### src/rtl/tic_pkg.sv
package tic_pkg;
  localparam int BYTE_W = 8;
  localparam int BIT_CNT_W = $clog2(BYTE_W);
  localparam logic [4:0] ADDR_PREFIX = 5'b11000;
  localparam logic [1:0] ADDR_ALWAYS = 2'b01;

  typedef enum logic [2:0] {
    ST_IDLE,
    ST_RX,
    ST_HOLD,
    ST_ACK,
    ST_TX,
    ST_MACK
  } link_st_e;

  typedef enum logic [1:0] {
    SL_FIRST,
    SL_RATIO_LO,
    SL_PORT
  } slot_e;
endpackage

### src/rtl/tic_line_sync.sv
module tic_line_sync #(
  parameter int STAGES = 2
) (
  input  logic clk,
  input  logic rst_n,
  input  logic scl_i,
  input  logic sda_i,
  output logic scl_o,
  output logic sda_o,
  output logic scl_rise_o,
  output logic scl_fall_o,
  output logic start_o,
  output logic stop_o
);
  logic [STAGES-1:0] scl_pipe;
  logic [STAGES-1:0] sda_pipe;
  logic scl_prev;
  logic sda_prev;

  always_ff @(posedge clk or negedge rst_n) begin
    if (!rst_n) begin
      scl_pipe <= '1;
      sda_pipe <= '1;
      scl_prev <= 1'b1;
      sda_prev <= 1'b1;
    end else begin
      scl_pipe[0] <= scl_i;
      sda_pipe[0] <= sda_i;
      for (int k = 1; k < STAGES; k++) begin
        scl_pipe[k] <= scl_pipe[k-1];
        sda_pipe[k] <= sda_pipe[k-1];
      end
      scl_prev <= scl_pipe[STAGES-1];
      sda_prev <= sda_pipe[STAGES-1];
    end
  end

  assign scl_o      = scl_pipe[STAGES-1];
  assign sda_o      = sda_pipe[STAGES-1];
  assign scl_rise_o = scl_o & ~scl_prev;
  assign scl_fall_o = ~scl_o & scl_prev;
  assign start_o    = scl_o & scl_prev & sda_prev & ~sda_o;
  assign stop_o     = scl_o & scl_prev & ~sda_prev & sda_o;
endmodule

### src/rtl/tic_link_fsm.sv
module tic_link_fsm
  import tic_pkg::*;
(
  input  logic              clk,
  input  logic              rst_n,
  input  logic              clr_i,
  input  logic              sda_s_i,
  input  logic              scl_rise_i,
  input  logic              scl_fall_i,
  input  logic              start_i,
  input  logic              stop_i,
  input  logic [1:0]        addr_sel_i,
  input  logic [BYTE_W-1:0] status_i,
  output logic              sda_pull_o,
  output logic              wr_stb_o,
  output logic [BYTE_W-1:0] wr_byte_o,
  output logic              txn_start_o,
  output logic              rd_end_o,
  output logic              idle_o
);
  link_st_e             st;
  logic [BIT_CNT_W-1:0] cnt;
  logic [BYTE_W-1:0]    shreg;
  logic                 addr_phase;
  logic                 rd;
  logic                 rd_seen;
  logic [BYTE_W-1:0]    full;
  logic                 addr_hit;

  assign full     = {shreg[BYTE_W-2:0], sda_s_i};
  assign addr_hit = (full[7:3] == ADDR_PREFIX) &&
                    ((full[2:1] == ADDR_ALWAYS) || (full[2:1] == addr_sel_i));
  assign idle_o   = (st == ST_IDLE);

  always_ff @(posedge clk or negedge rst_n) begin
    if (!rst_n) begin
      st          <= ST_IDLE;
      cnt         <= '0;
      shreg       <= '0;
      addr_phase  <= 1'b0;
      rd          <= 1'b0;
      rd_seen     <= 1'b0;
      sda_pull_o  <= 1'b0;
      wr_stb_o    <= 1'b0;
      wr_byte_o   <= '0;
      txn_start_o <= 1'b0;
      rd_end_o    <= 1'b0;
    end else if (clr_i) begin
      st          <= ST_IDLE;
      cnt         <= '0;
      addr_phase  <= 1'b0;
      rd          <= 1'b0;
      rd_seen     <= 1'b0;
      sda_pull_o  <= 1'b0;
      wr_stb_o    <= 1'b0;
      txn_start_o <= 1'b0;
      rd_end_o    <= 1'b0;
    end else begin
      wr_stb_o    <= 1'b0;
      txn_start_o <= 1'b0;
      rd_end_o    <= 1'b0;
      if (start_i) begin
        st          <= ST_RX;
        cnt         <= '0;
        addr_phase  <= 1'b1;
        rd          <= 1'b0;
        rd_seen     <= 1'b0;
        sda_pull_o  <= 1'b0;
        txn_start_o <= 1'b1;
      end else if (stop_i) begin
        st         <= ST_IDLE;
        sda_pull_o <= 1'b0;
        rd_end_o   <= rd_seen;
        rd_seen    <= 1'b0;
      end else begin
        case (st)
          ST_RX: if (scl_rise_i) begin
            shreg <= full;
            cnt   <= cnt + 1'b1;
            if (cnt == BIT_CNT_W'(BYTE_W - 1)) begin
              if (addr_phase) begin
                if (addr_hit) begin
                  rd         <= full[0];
                  rd_seen    <= full[0];
                  addr_phase <= 1'b0;
                  st         <= ST_HOLD;
                end else begin
                  st <= ST_IDLE;
                end
              end else begin
                wr_stb_o  <= 1'b1;
                wr_byte_o <= full;
                st        <= ST_HOLD;
              end
            end
          end
          ST_HOLD: if (scl_fall_i) begin
            sda_pull_o <= 1'b1;
            st         <= ST_ACK;
          end
          ST_ACK: if (scl_fall_i) begin
            cnt <= '0;
            if (rd) begin
              shreg      <= status_i;
              sda_pull_o <= ~status_i[BYTE_W-1];
              st         <= ST_TX;
            end else begin
              sda_pull_o <= 1'b0;
              st         <= ST_RX;
            end
          end
          ST_TX: if (scl_fall_i) begin
            if (cnt == BIT_CNT_W'(BYTE_W - 1)) begin
              sda_pull_o <= 1'b0;
              st         <= ST_MACK;
            end else begin
              sda_pull_o <= ~shreg[BYTE_W-2];
              shreg      <= {shreg[BYTE_W-2:0], 1'b0};
              cnt        <= cnt + 1'b1;
            end
          end
          ST_MACK: if (scl_rise_i) begin
            st <= sda_s_i ? ST_IDLE : ST_ACK;
          end
          default: st <= ST_IDLE;
        endcase
      end
    end
  end
endmodule

### src/rtl/tic_write_steer.sv
module tic_write_steer
  import tic_pkg::*;
#(
  parameter int DIV_W  = 15,
  parameter int PORT_W = 5
) (
  input  logic              clk,
  input  logic              rst_n,
  input  logic              clr_i,
  input  logic              txn_start_i,
  input  logic              wr_stb_i,
  input  logic [BYTE_W-1:0] wr_byte_i,
  output logic [DIV_W-1:0]  div_o,
  output logic [BYTE_W-1:0] ctrl_o,
  output logic [PORT_W-1:0] port_o
);
  localparam int HI_W = DIV_W - BYTE_W;

  slot_e slot;

  always_ff @(posedge clk or negedge rst_n) begin
    if (!rst_n) begin
      slot   <= SL_FIRST;
      div_o  <= '0;
      ctrl_o <= '0;
      port_o <= '0;
    end else if (clr_i) begin
      slot   <= SL_FIRST;
      div_o  <= '0;
      ctrl_o <= '0;
      port_o <= '0;
    end else if (txn_start_i) begin
      slot <= SL_FIRST;
    end else if (wr_stb_i) begin
      case (slot)
        SL_FIRST: begin
          if (wr_byte_i[BYTE_W-1]) begin
            ctrl_o <= wr_byte_i;
            slot   <= SL_PORT;
          end else begin
            div_o[DIV_W-1:BYTE_W] <= wr_byte_i[HI_W-1:0];
            slot                  <= SL_RATIO_LO;
          end
        end
        SL_RATIO_LO: begin
          div_o[BYTE_W-1:0] <= wr_byte_i;
          slot              <= SL_FIRST;
        end
        SL_PORT: begin
          port_o <= wr_byte_i[BYTE_W-1 -: PORT_W];
          slot   <= SL_FIRST;
        end
        default: slot <= SL_FIRST;
      endcase
    end
  end
endmodule

### src/rtl/tuner_i2c_ctrl.sv
module tuner_i2c_ctrl
  import tic_pkg::*;
#(
  parameter int SYNC_STAGES = 2,
  parameter int DIV_W       = 15,
  parameter int PORT_W      = 5
) (
  input  logic              clk,
  input  logic              rst_n,
  input  logic              por_i,
  input  logic              scl_i,
  input  logic              sda_i,
  output logic              sda_pull_o,
  input  logic [1:0]        addr_sel_i,
  input  logic              lock_i,
  input  logic [2:0]        port_in_i,
  input  logic [2:0]        adc_i,
  output logic [DIV_W-1:0]  div_ratio_o,
  output logic [BYTE_W-1:0] ctrl_o,
  output logic [PORT_W-1:0] port_o
);
  logic scl_s, sda_s, scl_rise, scl_fall, start_w, stop_w;
  logic wr_stb_w, txn_start_w, rd_end_w, link_idle_w;
  logic [BYTE_W-1:0] wr_byte_w;
  logic [BYTE_W-1:0] status_w;
  logic por_flag_q;

  tic_line_sync #(.STAGES(SYNC_STAGES)) u_sync (
    .clk        (clk),
    .rst_n      (rst_n),
    .scl_i      (scl_i),
    .sda_i      (sda_i),
    .scl_o      (scl_s),
    .sda_o      (sda_s),
    .scl_rise_o (scl_rise),
    .scl_fall_o (scl_fall),
    .start_o    (start_w),
    .stop_o     (stop_w)
  );

  // Set by reset or power-on pulse; cleared by a STOP that closes a read.
  always_ff @(posedge clk or negedge rst_n) begin
    if (!rst_n)        por_flag_q <= 1'b1;
    else if (por_i)    por_flag_q <= 1'b1;
    else if (rd_end_w) por_flag_q <= 1'b0;
  end

  assign status_w = {por_flag_q, lock_i, port_in_i, adc_i};

  tic_link_fsm u_link (
    .clk         (clk),
    .rst_n       (rst_n),
    .clr_i       (por_i),
    .sda_s_i     (sda_s),
    .scl_rise_i  (scl_rise),
    .scl_fall_i  (scl_fall),
    .start_i     (start_w),
    .stop_i      (stop_w),
    .addr_sel_i  (addr_sel_i),
    .status_i    (status_w),
    .sda_pull_o  (sda_pull_o),
    .wr_stb_o    (wr_stb_w),
    .wr_byte_o   (wr_byte_w),
    .txn_start_o (txn_start_w),
    .rd_end_o    (rd_end_w),
    .idle_o      (link_idle_w)
  );

  tic_write_steer #(.DIV_W(DIV_W), .PORT_W(PORT_W)) u_steer (
    .clk         (clk),
    .rst_n       (rst_n),
    .clr_i       (por_i),
    .txn_start_i (txn_start_w),
    .wr_stb_i    (wr_stb_w),
    .wr_byte_i   (wr_byte_w),
    .div_o       (div_ratio_o),
    .ctrl_o      (ctrl_o),
    .port_o      (port_o)
  );
endmodule

### config.mk
export PLATFORM = sky130hd
export DESIGN_NAME = tuner_i2c_ctrl
export DESIGN_NICKNAME = d
export VERILOG_FILES = /design/src/rtl/tic_pkg.sv /design/src/rtl/tic_line_sync.sv /design/src/rtl/tic_link_fsm.sv /design/src/rtl/tic_write_steer.sv /design/src/rtl/tuner_i2c_ctrl.sv
export SDC_FILE = /design/constraint.sdc
export NUM_CORES = 1
export LEC_CHECK = 0
export BUFFER_PORTS_ARGS = -buffer_cell sky130_fd_sc_hd__buf_2
export CAP_MARGIN = 20
export CORE_ASPECT_RATIO = 2
export CORE_MARGIN = 10
export CORE_UTILIZATION = 55
export CTS_CLUSTER_SIZE = 20
export DETAILED_ROUTE_END_ITERATION = 6
export PLACE_DENSITY_LB_ADDON = 0.2
export RECOVER_POWER = 50
export SYNTH_ARGS = -nofsm -noshare
export SYNTH_HDL_FRONTEND = slang
export SYNTH_SLANG_ARGS = --single-unit
### constraint.sdc
create_clock -name clk -period 3 [get_ports clk]
set_input_delay 0.6 -clock clk [delete_from_list [all_inputs] [get_ports clk]]
set_output_delay 0.6 -clock clk [all_outputs]
set_load 0.05 [all_outputs]
After elaboration in Yosys (flattened, before gate mapping)
Cells that the tools add are included.
Widths: inputs -> output; s select.
Operators by class
  add/sub/neg operators: 1
  equal/unequal tests: 30
  muxes and demuxes: 91
  bitwise gates (word level): 17
  reductions and logical operators: 35
Operator list (number)
  $mux 3: 18
  $mux 7: 7
  $mux 8: 6
  $mux 15: 3
  $mux 1: 41
  $ne 5x5->1 const B: 5
  $pmux 7 s3: 1
  $reduce_bool 3->1: 7
  $mux 5: 4
  $reduce_bool 4->1: 5
  $mux 2: 8
  $ne 4x4->1 const B: 4
  $reduce_and 4->1: 4
  $pmux 3 s5: 1
  $reduce_and 7->1: 2
  $ne 2x2->1 const B: 6
  $reduce_and 6->1: 2
  $reduce_bool 2->1: 6
  $ne 5x4->1 const B: 2
  $not 1->1: 10
  $eq 3x3->1 const B: 3
  $pmux 3 s3: 1
  $reduce_and 9->1: 1
  $and 1x1->1: 7
  17 further kinds: 20
Storage, ports and cells
  flip-flop bits (word level): 65

Longest topological paths before layout
Gate-level depths: netlist of the first run.
  depth after elaboration: 11
  mapped depth: 7
  depth with buffers taken out: 7

By module
A second synthesis of the first run with hierarchy kept.
Second synthesis, totals
  cells, all modules: 276
  area total of the unflattened synthesis: 3150.5 µm²
By module, submodules not included
  tic_link_fsm: instances 1, cells each 149, area an instance 1542.7 µm², seq. area each 700.7 µm²
  tic_write_steer: instances 1, cells each 114, area an instance 1380.1 µm², seq. area each 750.7 µm²
  tic_line_sync: instances 1, cells each 10, area an instance 190.2 µm², seq. area each 157.7 µm²
  tuner_i2c_ctrl: instances 1, cells each 3, area an instance 37.5 µm², seq. area each 26.3 µm²

Worst setup path after synthesis of the first run
Ideal clock, no wire load.
  path kind: reg-to-reg
  start point: register u_link.cnt[0]
  end point: register u_link.shreg[0]
  arrival: 1.930 ns
  slack: 0.945 ns
  stages on the path, launching flop included: 7
  clock period less this slack: 2.055 ns
  path through: dfrtp_1 ha_1 ha_1 or4_4 o21ai_4 o211ai_4 mux2_4
On the way
  word-level cells in the longest chain between the ends: 3
RTL lines
  start, declared: line tic_link_fsm.sv:22  | logic [BIT_CNT_W-1:0] cnt;
  start signal, assigned: line tic_link_fsm.sv:79  | cnt <= cnt + 1'b1;
  start signal, assigned: line tic_link_fsm.sv:119  | cnt <= cnt + 1'b1;
  $eq 3x3->1: line tic_link_fsm.sv:113  | if (cnt == BIT_CNT_W'(BYTE_W - 1)) begin
  $ne 2x2->1 (no line)
  $reduce_and 9->1 (no line)
  end signal, assigned: line tic_link_fsm.sv:78  | shreg <= full;
  end signal, assigned: line tic_link_fsm.sv:104  | shreg <= status_i;
  end signal, assigned: line tic_link_fsm.sv:118  | shreg <= {shreg[BYTE_W-2:0], 1'b0};
  end, declared: line tic_link_fsm.sv:23  | logic [BYTE_W-1:0] shreg;
Every way passes these cells.
A chain may end at the register's enable or synchronous reset.

Worst setup path after layout of the first run
  start point: input por_i
  end point: register u_steer.div_o[14]
On the way
  word-level cells in the longest chain between the ends: 2
RTL lines
  start, declared: line tuner_i2c_ctrl.sv:10  | input logic por_i,
  $ne 2x2->1 (no line) or $reduce_bool 2->1 (tied branches)
  $reduce_and 4->1 (no line)
  end signal, assigned by index: line tic_write_steer.sv:41  | div_o[DIV_W-1:BYTE_W] <= wr_byte_i[HI_W-1:0];
  end signal, assigned by index: line tic_write_steer.sv:46  | div_o[BYTE_W-1:0] <= wr_byte_i;
  end, declared: line tic_write_steer.sv:13  | output logic [DIV_W-1:0] div_o,
Several ways; a longest one is shown, not always the timed one.

==> impl_summary.md, run 1 <==
Global route
The aggregate global routing overflow is 0. The largest net degree at the start of global routing is 30. The first global-routing pass estimated 11200 um of wire.

The via count of the first global-routing pass is 2311. The total global routing track utilization is 0.1572. The initial antenna violation count was 0.

Hold path
Along the worst hold path, the cell count comes to 1. The tightest min-delay check is of the input port to flip-flop type.

STA
For the pin with the worst max-slew slack, the measured transition is 1305 ps. The minimum setup slack in the final design is 671.1 ps. For this run, the top clock speed supported by timing is 429.4 MHz.

The relative slew slack is 0.1300. The final clock period utilization by the worst path is 0.7763. The number of hold-slack violations in the final timing report is 0. Setup repair after global routing left no endpoint under its margin. The setup TNS is 0 ps. Across all hold checks on the routed design, the worst slack comes to 359.2 ps. For the final database, setup skew stands at 5.116 ps.

Setup violations remaining at the end of the flow were counted as 0. The worst path needs 2329 ps of the cycle, external delays included. The total count of max-transition violations in the final report is 0.

Floorplanning
The die footprint is 9001 um^2. The vertical die dimension is 124.5 um. After floorplanning, the core was divided into 38 placement rows. 43 I/O pins were placed. The area inside the core boundary is 5373 um^2. The effective utilization at floorplan is 0.5594.

Measured along the x axis, the die boundary spans 72.27 um.

Setup path
The setup path with the least slack is of type input port to flip-flop. The largest fanout of any net on the critical path is 29. The number of cells traversed by the worst register-to-register path is 6.

Data on the critical path is required at its endpoint by 3200 ps. The worst setup path is captured at a flip-flop. Data arrives at the worst endpoint at 2530 ps.

The critical path launch point type is an input port.

Routing
After detailed routing, the total wire length is 6627 um. Dividing the detail-routed wire length by the instance count gives 16.91 um. Once detail routing completed, the nets flagged for antenna violations numbered 0. The routed via count divided by cell count is 5.620. The post-detailed-route DRC marker count is 0. The DRC marker count from the first detailed-route iteration is 123. The total vias in the final route is 2203. The first-pass iteration count of the detailed router is 4.

Logic synthesis
The count of flip-flops with a built-in enable after synthesis is 0. During synthesis, Yosys emitted a total of 0 warnings. The complex-gate fraction of the synthesized area is 0.08077. Dividing the synthesized area by the synthesized cell count gives 10.93 um^2.

The share of the synthesized netlist area taken by xor and xnor gates is 0.002914. The primary flip-flop cell chosen by synthesis mapping is sky130_fd_sc_hd__dfrtp_1. The share of the Yosys chip area taken by registers is 0.5441. Synthesis instantiated 45 different standard cells from the library. The flop and latch count out of synthesis is 65. For this run, asynchronously set or reset flops after synthesis account for 1.000.

Of the total synthesized cell area, the portion taken by full adders, half adders and majority gates is 0.008326. The simple logic cell fraction of the synthesized area is 0.1894. In the synthesized netlist, the number of instances is 275. The main combinational cell family by area after synthesis is simple AND/OR/NAND/NOR gates. Summing every instance area after synthesis gives 3005 um^2. The fraction of synthesized area in multiplexers is 0.1520. The number of nets handed over by synthesis was 291.

CTS
The deepest level of the CTS H-tree is 3. The CTS tree is built. Counting along the longest clock path gives a buffer depth of 2. The count of instances resized after the clock tree is built is 0.

Counting the buffers created by CTS gives 9. The post-CTS setup-driven buffer insertion count is 0. The insertion delay of the later-clocked pin in the worst-skew pair is 340 ps. For this design, the sink count on the clock tree is 65. The clock tree root buffer cell is sky130_fd_sc_hd__clkbuf_8. The clock-pin slew on the worst setup and hold paths is 70 ps.

The count of hold buffers inserted by post-cts repair is 0.

Cells and area
Excluding fillers, the count of instances in the completed layout stands at 392. The total non-filler cell area in the finished layout is 3485 um^2. In the layout the commonest cells are sky130_fd_sc_hd__dfrtp_1, sky130_fd_sc_hd__buf_2, sky130_fd_sc_hd__nor2_1. The final-stage net count is 343. Once layout is complete, the utilization of the core stands at 0.6486.

The repair_antennas step left the layout with diodes totalling 0. Leaving out fill and tap cells, the most frequent cell in the layout is sky130_fd_sc_hd__dfrtp_1. In the final layout, the share of cells above drive strength 1 is 0.2620.

The synthesis-to-layout area growth is 15.94%.

Pwr
The leakage power is 1.715 nW. The ratio of total power to cell area is 482.6 nW/um^2. The design draws 1.682 mW.

Across the VDD grid, the largest voltage drop is 0.4572 mV.

Placement
Prior to clock tree synthesis, the placed netlist has a worst setup slack of 825.2 ps. The global placer's final weighted congestion is 0.9762. Buffers placed on the I/O ports in this run total 42. Including well taps, the total number of placed cells is 376. The cell area after placement is 3313 um^2. The sum of net half-perimeters after detailed placement is 5035 um.

Outcome
The run finished with clean final reports.

Job
Across the run, the number of max-cap violations was 0.
==> cells in the mapped netlist, drive strengths merged (4+ instances only) <==
master | number | area share
o21ai | 15 | 0.029
dfrtp | 58 | 0.48
nor3b | 4 | 0.012
mux2i | 25 | 0.083
nand2 | 29 | 0.036
nand3 | 4 | 0.0067
inv | 6 | 0.0075
buf | 5 | 0.0087
nor3 | 11 | 0.022
dfstp | 7 | 0.061
nand2b | 14 | 0.029
mux2 | 16 | 0.069
nor2 | 34 | 0.043
clkbuf | 5 | 0.0062
a21oi | 13 | 0.022
==> where the power goes <==
| part | total (mW) | switching [mW] | leakage (nW) | internal, mW |
|---|---|---|---|---|
| Combinational | 0.0661 | 0.0455 | 0.740 | 0.0206 |
| Sequential | 0.898 | 0.0116 | 0.878 | 0.887 |
| Clock | 0.717 | 0.312 | 0.0974 | 0.405 |
| Total | 1.68 | 0.369 | 1.72 | 1.31 |
==> flip-flops by register name (all words and copies together) (netlist names), 3 cells and up <==
name              flops
u_steer.div_o        15
u_link.wr_byte_o      8
u_steer.ctrl_o        8
u_link.shreg          7
u_steer.port_o        5
u_link.cnt            3
u_link.st             3
==> worst paths after layout <==
path,end,slack [ps],startpoint
min in group asynchronous,u_steer.ctrl_o[3],460,rst_n
max in group asynchronous,u_link.rd_end_o,780,rst_n
hold reg to reg,u_sync.scl_pipe[1],360,u_sync.scl_pipe[0]
setup / recovery,u_steer.div_o[14],670,por_i
setup reg to reg,u_link.shreg[0],810,u_link.cnt[0]
hold / removal,u_sync.sda_pipe[0],360,sda_i
==> worst max-delay path: stages <==
cell,delay (ps)
sky130_fd_sc_hd__clkbuf_1,400
sky130_fd_sc_hd__clkbuf_1,940
sky130_fd_sc_hd__a21oi_1,70
sky130_fd_sc_hd__clkbuf_1,290
sky130_fd_sc_hd__nand2_1,130
sky130_fd_sc_hd__o21ai_0,80
==> per-layer routing <==
layer / up-vias / GRT usage / part of all wire
met3: 14 / 0.04625 / 0.051
met5: - / 0 / 0
li1: 1061 / - / -
met1: 1068 / 0.1600 / 0.35
met2: 60 / 0.2726 / 0.57
met4: 0 / 0.08362 / 0.029
==> area by class of cell <==
class                   instances  area, um^2
fillers                       468        1888
flip-flops and latches         65        1635
multi-input cells             194        1303
repair buffers                 51       260.3
clock buffers                  13       148.9
well taps                      60       75.07
clock inverters                 3       40.04
inverters                       6       22.52
==> cell families after synthesis <==
| family | count (synthesis) |
|---|---|
| flip-flops | 65 |
| buffers and inverters | 16 |
| adder cells (fa/ha/maj) | 2 |
| multiplexers | 41 |
| XOR/XNOR | 1 |
| AO/OA/AOI/OAI | 38 |
| AND/OR/NAND/NOR | 112 |
Power figures use the tool's default switching activity.
==> run 2, diff against run 1 <==
CORE_UTILIZATION = 51   (was 55)
clock period = 2 ns   (was 3 ns; I/O delays follow)
==> run 2 against run 1 <==
The run now ends with max-capacitance violations, max-slew violations left. Utilization fell by 0.49 points. Combinational power up 63%. Sequential share of layout area is 2.4 points lower. Sequential power rose by 50%. Critical path depth is 1 lower. Setup slack got worse by 640 ps.
==> impl_summary.md, run 2 (synthesis gave the netlist of run 1 again) <==
Floorplanning
The vertical die dimension is 128.6 um (+3.2%). The die footprint is 9549 um^2 (+6.1%). The number of I/O pins was 43 (unchanged). The number of placement rows is 39 (+2.6%). The area inside the core boundary was 5709 um^2 (+6.3%). The effective utilization at floorplan is 0.5264 (-0.03298). The horizontal die dimension is 74.28 um (+2.8%).

Global route
The total global routing track utilization is 0.1533 (-0.003870). The global-route wire length before repair is 11250 um (+0.49%). The aggregate global routing overflow is 0 (unchanged). The largest net degree at the start of global routing is 66 (+120%). The via count of the first global-routing pass is 2278 (-1.4%). The initial antenna violation count is 0 (unchanged).

Job
The max-capacitance violation count was 1 (+1).

STA
The relative slew slack is -0.03003 (-0.1601). The actual transition at the worst max-transition pin is 1545 ps (+240.1 ps). The minimum setup slack in the final design came to 28.91 ps (-642.2 ps).

The final clock skew is 2.637 ps (-2.479 ps). The setup TNS is 0 ps (unchanged). The total count of max-transition violations in the final report is 66 (+66).

Timing would allow up to 507.3 MHz. The number of hold-slack violations in the final timing report is 0 (unchanged). The count of endpoints failing setup in the final report is 0 (unchanged). The worst path needs 1971 ps of the cycle, external delays included. Of the available clock period, the critical path in the final layout requires 0.9855.

CTS
The deepest level of the CTS H-tree is 3 (unchanged). The buffer levels on the longest clock path is 2 (unchanged). TritonCTS built the clock tree. The clock-pin slew on the worst setup and hold paths came to 50 ps (-20 ps). The insertion delay of the later-clocked pin in the worst-skew pair is 320 ps (-20 ps). The number of clock sinks is 65 (unchanged). The clock tree root buffer cell is sky130_fd_sc_hd__clkbuf_16. The post-CTS setup-driven buffer insertion count is 0 (unchanged).

The number of buffers created by CTS is 9 (unchanged).

Placement
The global placer's final weighted congestion is 0.9804 (+0.43%). The total instance count after detailed placement is 385 (+2.4%). The post-placement worst setup slack is 41.68 ps (-783.6 ps). The sum of net half-perimeters after detailed placement is 5146 um (+2.2%).

The cell area after placement is 3402 um^2 (+2.7%). The number of buffers inserted by port buffering is 42 (unchanged).

Hold path
The worst min-delay path category is input port to flip-flop.

Routing
The first-pass iteration count of the detailed router is 4 (unchanged). The DRC marker count from the first detailed-route iteration is 173 (+41%). The count of antenna-violating nets left after detailed routing is 0 (unchanged).

The total vias in the final route is 2215 (+0.54%). The routed via count divided by cell count is 5.524 (-1.7%). The average routed wire per standard cell is 17.26 um (+2.1%). The total wire length after detailed routing was 6922 um (+4.5%). The post-detailed-route DRC marker count was 0 (unchanged).

Pwr
The maximum vdd ir drop is 0.9025 mV (+97%). The ratio of total power to cell area is 782.5 nW/um^2 (+62%). The leakage power is 1.808 nW (+5.4%).

Cells and area
Leaving out fill and tap cells, the most frequent cell in the layout is sky130_fd_sc_hd__dfrtp_1. The register name with the most flops is u_steer.div_o. Leaving out fill and tap cells, the most frequent cells in the layout are sky130_fd_sc_hd__dfrtp_1, sky130_fd_sc_hd__buf_2, sky130_fd_sc_hd__nor2_1. The final standard cell utilization of the core is 0.6437 (-0.004924). The number of flip-flops under the largest register name is 15 (unchanged).

The synthesis-to-layout area growth is 22.27%. The final-stage net count is 351 (+2.3%). The total non-filler cell area in the finished layout is 3675 um^2 (+5.5%).

The fraction of final layout cells with drive strength greater than 1 is 0.3118 (+0.04972). The number of fill cells in the layout was 485 (+3.6%). The largest registers in the layout are u_steer.div_o (15), u_link.wr_byte_o (8), u_steer.ctrl_o (8).

The count of inserted antenna diode cells is 0 (unchanged). The final non-filler cell total came to 401 (+2.3%).

Setup path
The worst endpoint data arrival time is 2180 ps (-350 ps). The critical path data required time is 2200 ps (-1000 ps). The largest fanout of any net on the critical path came to 7 (-76%). The worst setup path is launched from a flip-flop. The sort of element at the end of the critical path is a flip-flop. The reg-to-reg setup timing slack is 30 ps (-780 ps). The critical path in this run is classified as flip-flop to flip-flop.

Outcome
The run finished, with violations left. The checks that failed: max-capacitance violations, max-slew violations.
-- run 2: cell types whose count changed in the layout (fill, tap and decap cells not counted), moves of 2 or more --
cell                        delta
sky130_fd_sc_hd__ha_1          -2
sky130_fd_sc_hd__clkbuf_16     +9
sky130_fd_sc_hd__buf_4         +9
sky130_fd_sc_hd__ha_2          +2
sky130_fd_sc_hd__clkbuf_1      -5
sky130_fd_sc_hd__clkbuf_8      -8
-- run 2: timing repair --
action,4_1_cts,5_1_grt
hold buffers,0,0
resized for setup,0,4
setup endpoints to repair,0,9
-- run 2: critical path: stages, from the launching register on --
cell and delay [ps]:
sky130_fd_sc_hd__dfstp_2 570, sky130_fd_sc_hd__nand2b_1 140, sky130_fd_sc_hd__or4_4 550, sky130_fd_sc_hd__o21ai_4 90, sky130_fd_sc_hd__o211ai_4 160, sky130_fd_sc_hd__mux2_4 340
-- run 2: final cells by class --
class	instances	area [um^2]	share of cell area
sequential	65	1635	0.4450
multi-input combinational	194	1323	0.3599
timing repair buffer	59	342.8	0.09329
clock buffer	13	260.3	0.07082
tap	61	76.32	0.02077
inverter	6	22.52	0.006129
clock inverter	3	15.01	0.004086
-- run 2: path summary, 6_finish.rpt --
path | from | to | cells past startpoint
max in group asynchronous | rst_n | u_link.rd_end_o | 2
hold / removal | sda_i | u_sync.sda_pipe[0] | 1
min in group asynchronous | rst_n | u_steer.ctrl_o[3] | 2
setup reg to reg | u_sync.scl_prev | u_link.shreg[1] | 5
setup / recovery | u_sync.scl_prev | u_link.shreg[1] | 5
hold reg to reg | u_sync.sda_pipe[0] | u_sync.sda_pipe[1] | 0
-- run 2: power by group --
| part | internal [mW] | switching (mW) | total, mW |
|---|---|---|---|
| logic | 0.0354 | 0.0727 | 0.108 |
| clock network | 0.899 | 0.521 | 1.42 |
| registers | 1.33 | 0.0142 | 1.35 |
| total | 2.27 | 0.608 | 2.88 |
-- run 2: stage by stage --
stage | hold slack [ps] | total power, mW
floorplan | 104.4 | 1.415
global placement | 347.4 | 1.482
detailed placement | 349.1 | 1.484
CTS | 94.20 | 2.918
global route | 159.0 | 2.972
finish | 171.3 | 2.876
-- run 2: layer usage --
layer  vias to the layer above  track usage  wire length [um]
met4                         0      0.07792               187
met5                         -            0                 0
met2                        54       0.2752              3814
met1                      1068       0.1570              2566
li1                       1076            -                 -
met3                        17      0.03618               353
==> run 3, diff against run 2 <==
REMOVE_ABC_BUFFERS = 1   (was default)
==> run 3 against run 2 <==
The flow still finishes with violations (max-capacitance violations, max-slew violations). Setup slack better by 24 ps. Critical path depth unchanged. Combinational power about the same. Die area stayed put. Total power grew 5.8%. Final cell count is 0.75% higher. Sequential power is essentially flat. Worst hold slack gained 3.0 ps. Non-clock buffer count is 3 higher. Via count is 2.8% higher. Maximum frequency increased by 1.2%. Sequential cell count did not move. Critical endpoint unchanged. Largest cell class unchanged.
==> impl_summary.md, run 3 (synthesis gave the netlist of run 1 again) <==
CTS
The clock-pin slew on the worst setup and hold paths was 50 ps (about the same). The deepest level of the CTS H-tree came to 3 (unchanged). The cell sitting at the root of the clock tree is a sky130_fd_sc_hd__clkbuf_16. The post-CTS setup-driven buffer insertion count was 0 (unchanged). The buffer levels on the longest clock path is 2 (unchanged). The number of buffers created by CTS is 9 (unchanged). The CTS tree is built. The insertion delay of the later-clocked pin in the worst-skew pair was 330 ps (about the same). The number of clock sinks was 65 (unchanged).

Cells and area
The fraction of final layout cells with drive strength greater than 1 is 0.3032 (-0.008558). The synthesis-to-layout area growth is 23.56%. The number of fill cells in the layout came to 443 (-8.7%). The number of flip-flops under the largest register name is 15 (unchanged). The count of inserted antenna diode cells came to 0 (unchanged). The footprint of the flip-flops and latches came to 1635 um^2 (unchanged). In the final layout, the registers with the most flip-flops are u_steer.div_o (15), u_link.wr_byte_o (8), u_steer.ctrl_o (8). The final standard cell utilization of the core is 0.6504 (+0.006794).

In the layout the commonest cells are sky130_fd_sc_hd__dfrtp_1, sky130_fd_sc_hd__buf_2, sky130_fd_sc_hd__nor2_1. The register name with the most flops is u_steer.div_o. The area used by multi-input combinational logic is 1308 um^2 (-1.1%). The final-stage net count is 354 (+0.85%). The most common cell after layout, fill and taps aside is sky130_fd_sc_hd__dfrtp_1. The total non-filler cell area in the finished layout is 3714 um^2 (+1.1%). The final non-filler cell total is 404 (+0.75%).

Floorplanning
The area inside the core boundary is 5709 um^2 (unchanged). The vertical die dimension is 128.6 um (unchanged). The number of I/O pins is 43 (unchanged). The effective utilization at floorplan is 0.5264 (unchanged). The die footprint is 9549 um^2 (unchanged).

The horizontal die dimension is 74.28 um (unchanged). The number of placement rows is 39 (unchanged).

Routing
The average routed wire per standard cell is 17.40 um (+0.78%). The total wire length after detailed routing is 7028 um (+1.5%). The post-detailed-route DRC marker count is 0 (unchanged).

The total vias in the final route was 2277 (+2.8%). The DRC marker count from the first detailed-route iteration came to 143 (-17%). The routed via count divided by cell count came to 5.636 (+2.0%).

The count of antenna-violating nets left after detailed routing came to 0 (unchanged). The first-pass iteration count of the detailed router is 4 (unchanged).

STA
The number of hold-slack violations in the final timing report is 0 (unchanged). Setup repair after global routing left no endpoint under its margin. The clock period minus final worst setup slack is 1947 ps (-23.82 ps).

The final clock skew is 8.118 ps (+5.480 ps). The count of endpoints failing setup in the final report was 0 (unchanged). The achievable frequency is 513.5 MHz (+1.2%). The final clock period utilization by the worst path was 0.9736 (-0.01191).

The relative slew slack was -0.01949 (+0.01054). The actual transition at the worst max-transition pin is 1529 ps (-15.81 ps). The setup TNS was 0 ps (unchanged).

The total count of max-transition violations in the final report is 66 (unchanged).

Global route
The global-route wire length before repair is 11670 um (+3.7%). The largest net degree at the start of global routing is 66 (unchanged). The initial antenna violation count is 0 (unchanged). The via count of the first global-routing pass is 2451 (+7.6%). The total global routing track utilization is 0.1580 (+0.004677). The aggregate global routing overflow is 0 (unchanged).

Placement
The global placer's final weighted congestion is 0.9637 (-1.7%). The total instance count after detailed placement is 388 (+0.78%). The number of buffers inserted by port buffering is 42 (unchanged). The cell area after placement is 3422 um^2 (+0.59%).

The sum of net half-perimeters after detailed placement is 5194 um (+0.93%).

Setup path
The sort of element at the end of the critical path is a flip-flop. STA classifies the critical path startpoint as a flip-flop. The critical path data required time is 2200 ps (about the same). The kind of cell with the highest combined delay along the critical path is simple AND/OR/NAND/NOR gates.

The worst endpoint data arrival time came to 2150 ps (-30 ps). The largest fanout of any net on the critical path is 7 (unchanged). The largest stage delay on the critical path came to 580 ps (about the same). Among all stages on the critical path, the largest delay is contributed by sky130_fd_sc_hd__dfstp_2. The critical path in this run is classified as flip-flop to flip-flop.

The signal on the critical path passes through nand2b_1 > or4_4 > o21ai_4 > o211ai_4 > mux2_4. The critical path buffer and inverter count is 0 (unchanged).

Pwr
The maximum vdd ir drop is 0.8472 mV (-6.1%). The ratio of total power to cell area is 819.2 nW/um^2 (+4.7%). The leakage power is 1.826 nW (+0.99%).

Job
The max-capacitance violation count came to 1 (unchanged).

Outcome
The checks that failed: max-capacitance violations, max-slew violations. The flow ran to the end, but the final reports show violations.

Hold path
The worst min-delay path category is input port to flip-flop.
run 3: cell count changes in the layout (fill, tap and decap cells not counted), sizes merged:
cell and delta:
buf +1, clkbuf +3, clkinv -2, bufinv +1
run 3: repair_timing:
item,4_1_cts,5_1_grt
gates cloned,0,0
gates resized for setup,2,0
hold buffers,0,0
endpoints found under the setup margin,7,7
pin swaps,1,3
run 3: report_power, final:
group          switching (mW)  internal, mW
combinational          0.0737        0.0357
clock                   0.520          1.06
sequential             0.0150          1.33
total                   0.609          2.43
run 3: path summary, 6_finish.rpt:
| path | from | endpoint | slack (ps) | cells after the start |
|---|---|---|---|---|
| max in group asynchronous | rst_n | u_steer.div_o[0] | 550 | 2 |
| min reg2reg | u_sync.scl_pipe[0] | u_sync.scl_pipe[1] | 360 | 0 |
| min | scl_i | u_sync.scl_pipe[0] | 170 | 1 |
| min in group asynchronous | rst_n | u_link.wr_byte_o[5] | 540 | 2 |
| max reg2reg | u_sync.scl_prev | u_link.shreg[1] | 50 | 5 |
| max | u_sync.scl_prev | u_link.shreg[1] | 50 | 5 |
run 3: through the flow:
stage	setup slack [ps]	hold slack, ps	power, mW
final	52.74	174.3	3.042
after global placement	35.00	346.0	1.484
after CTS	17.79	94.55	3.078
after floorplan	-54.68	104.4	1.404
after detailed placement	-38.14	349.5	1.486
after global routing	6.197	163.8	3.134
run 3: cell type report:
cell class	count	area share
Multi-Input combinational cell	194	0.3521
Sequential cell	65	0.4404
Tap cell	61	0.02055
Clock buffer	14	0.07379
Clock inverter	2	0.009434
Timing Repair Buffer	62	0.09771
Inverter	6	0.006065
run 3: layer usage:
| metal | share of wire | global-route usage |
|---|---|---|
| met1 | 0.34 | 0.1480 |
| met2 | 0.57 | 0.2818 |
| met3 | 0.047 | 0.04619 |
| met4 | 0.051 | 0.1028 |
| met5 | 0 | 0 |
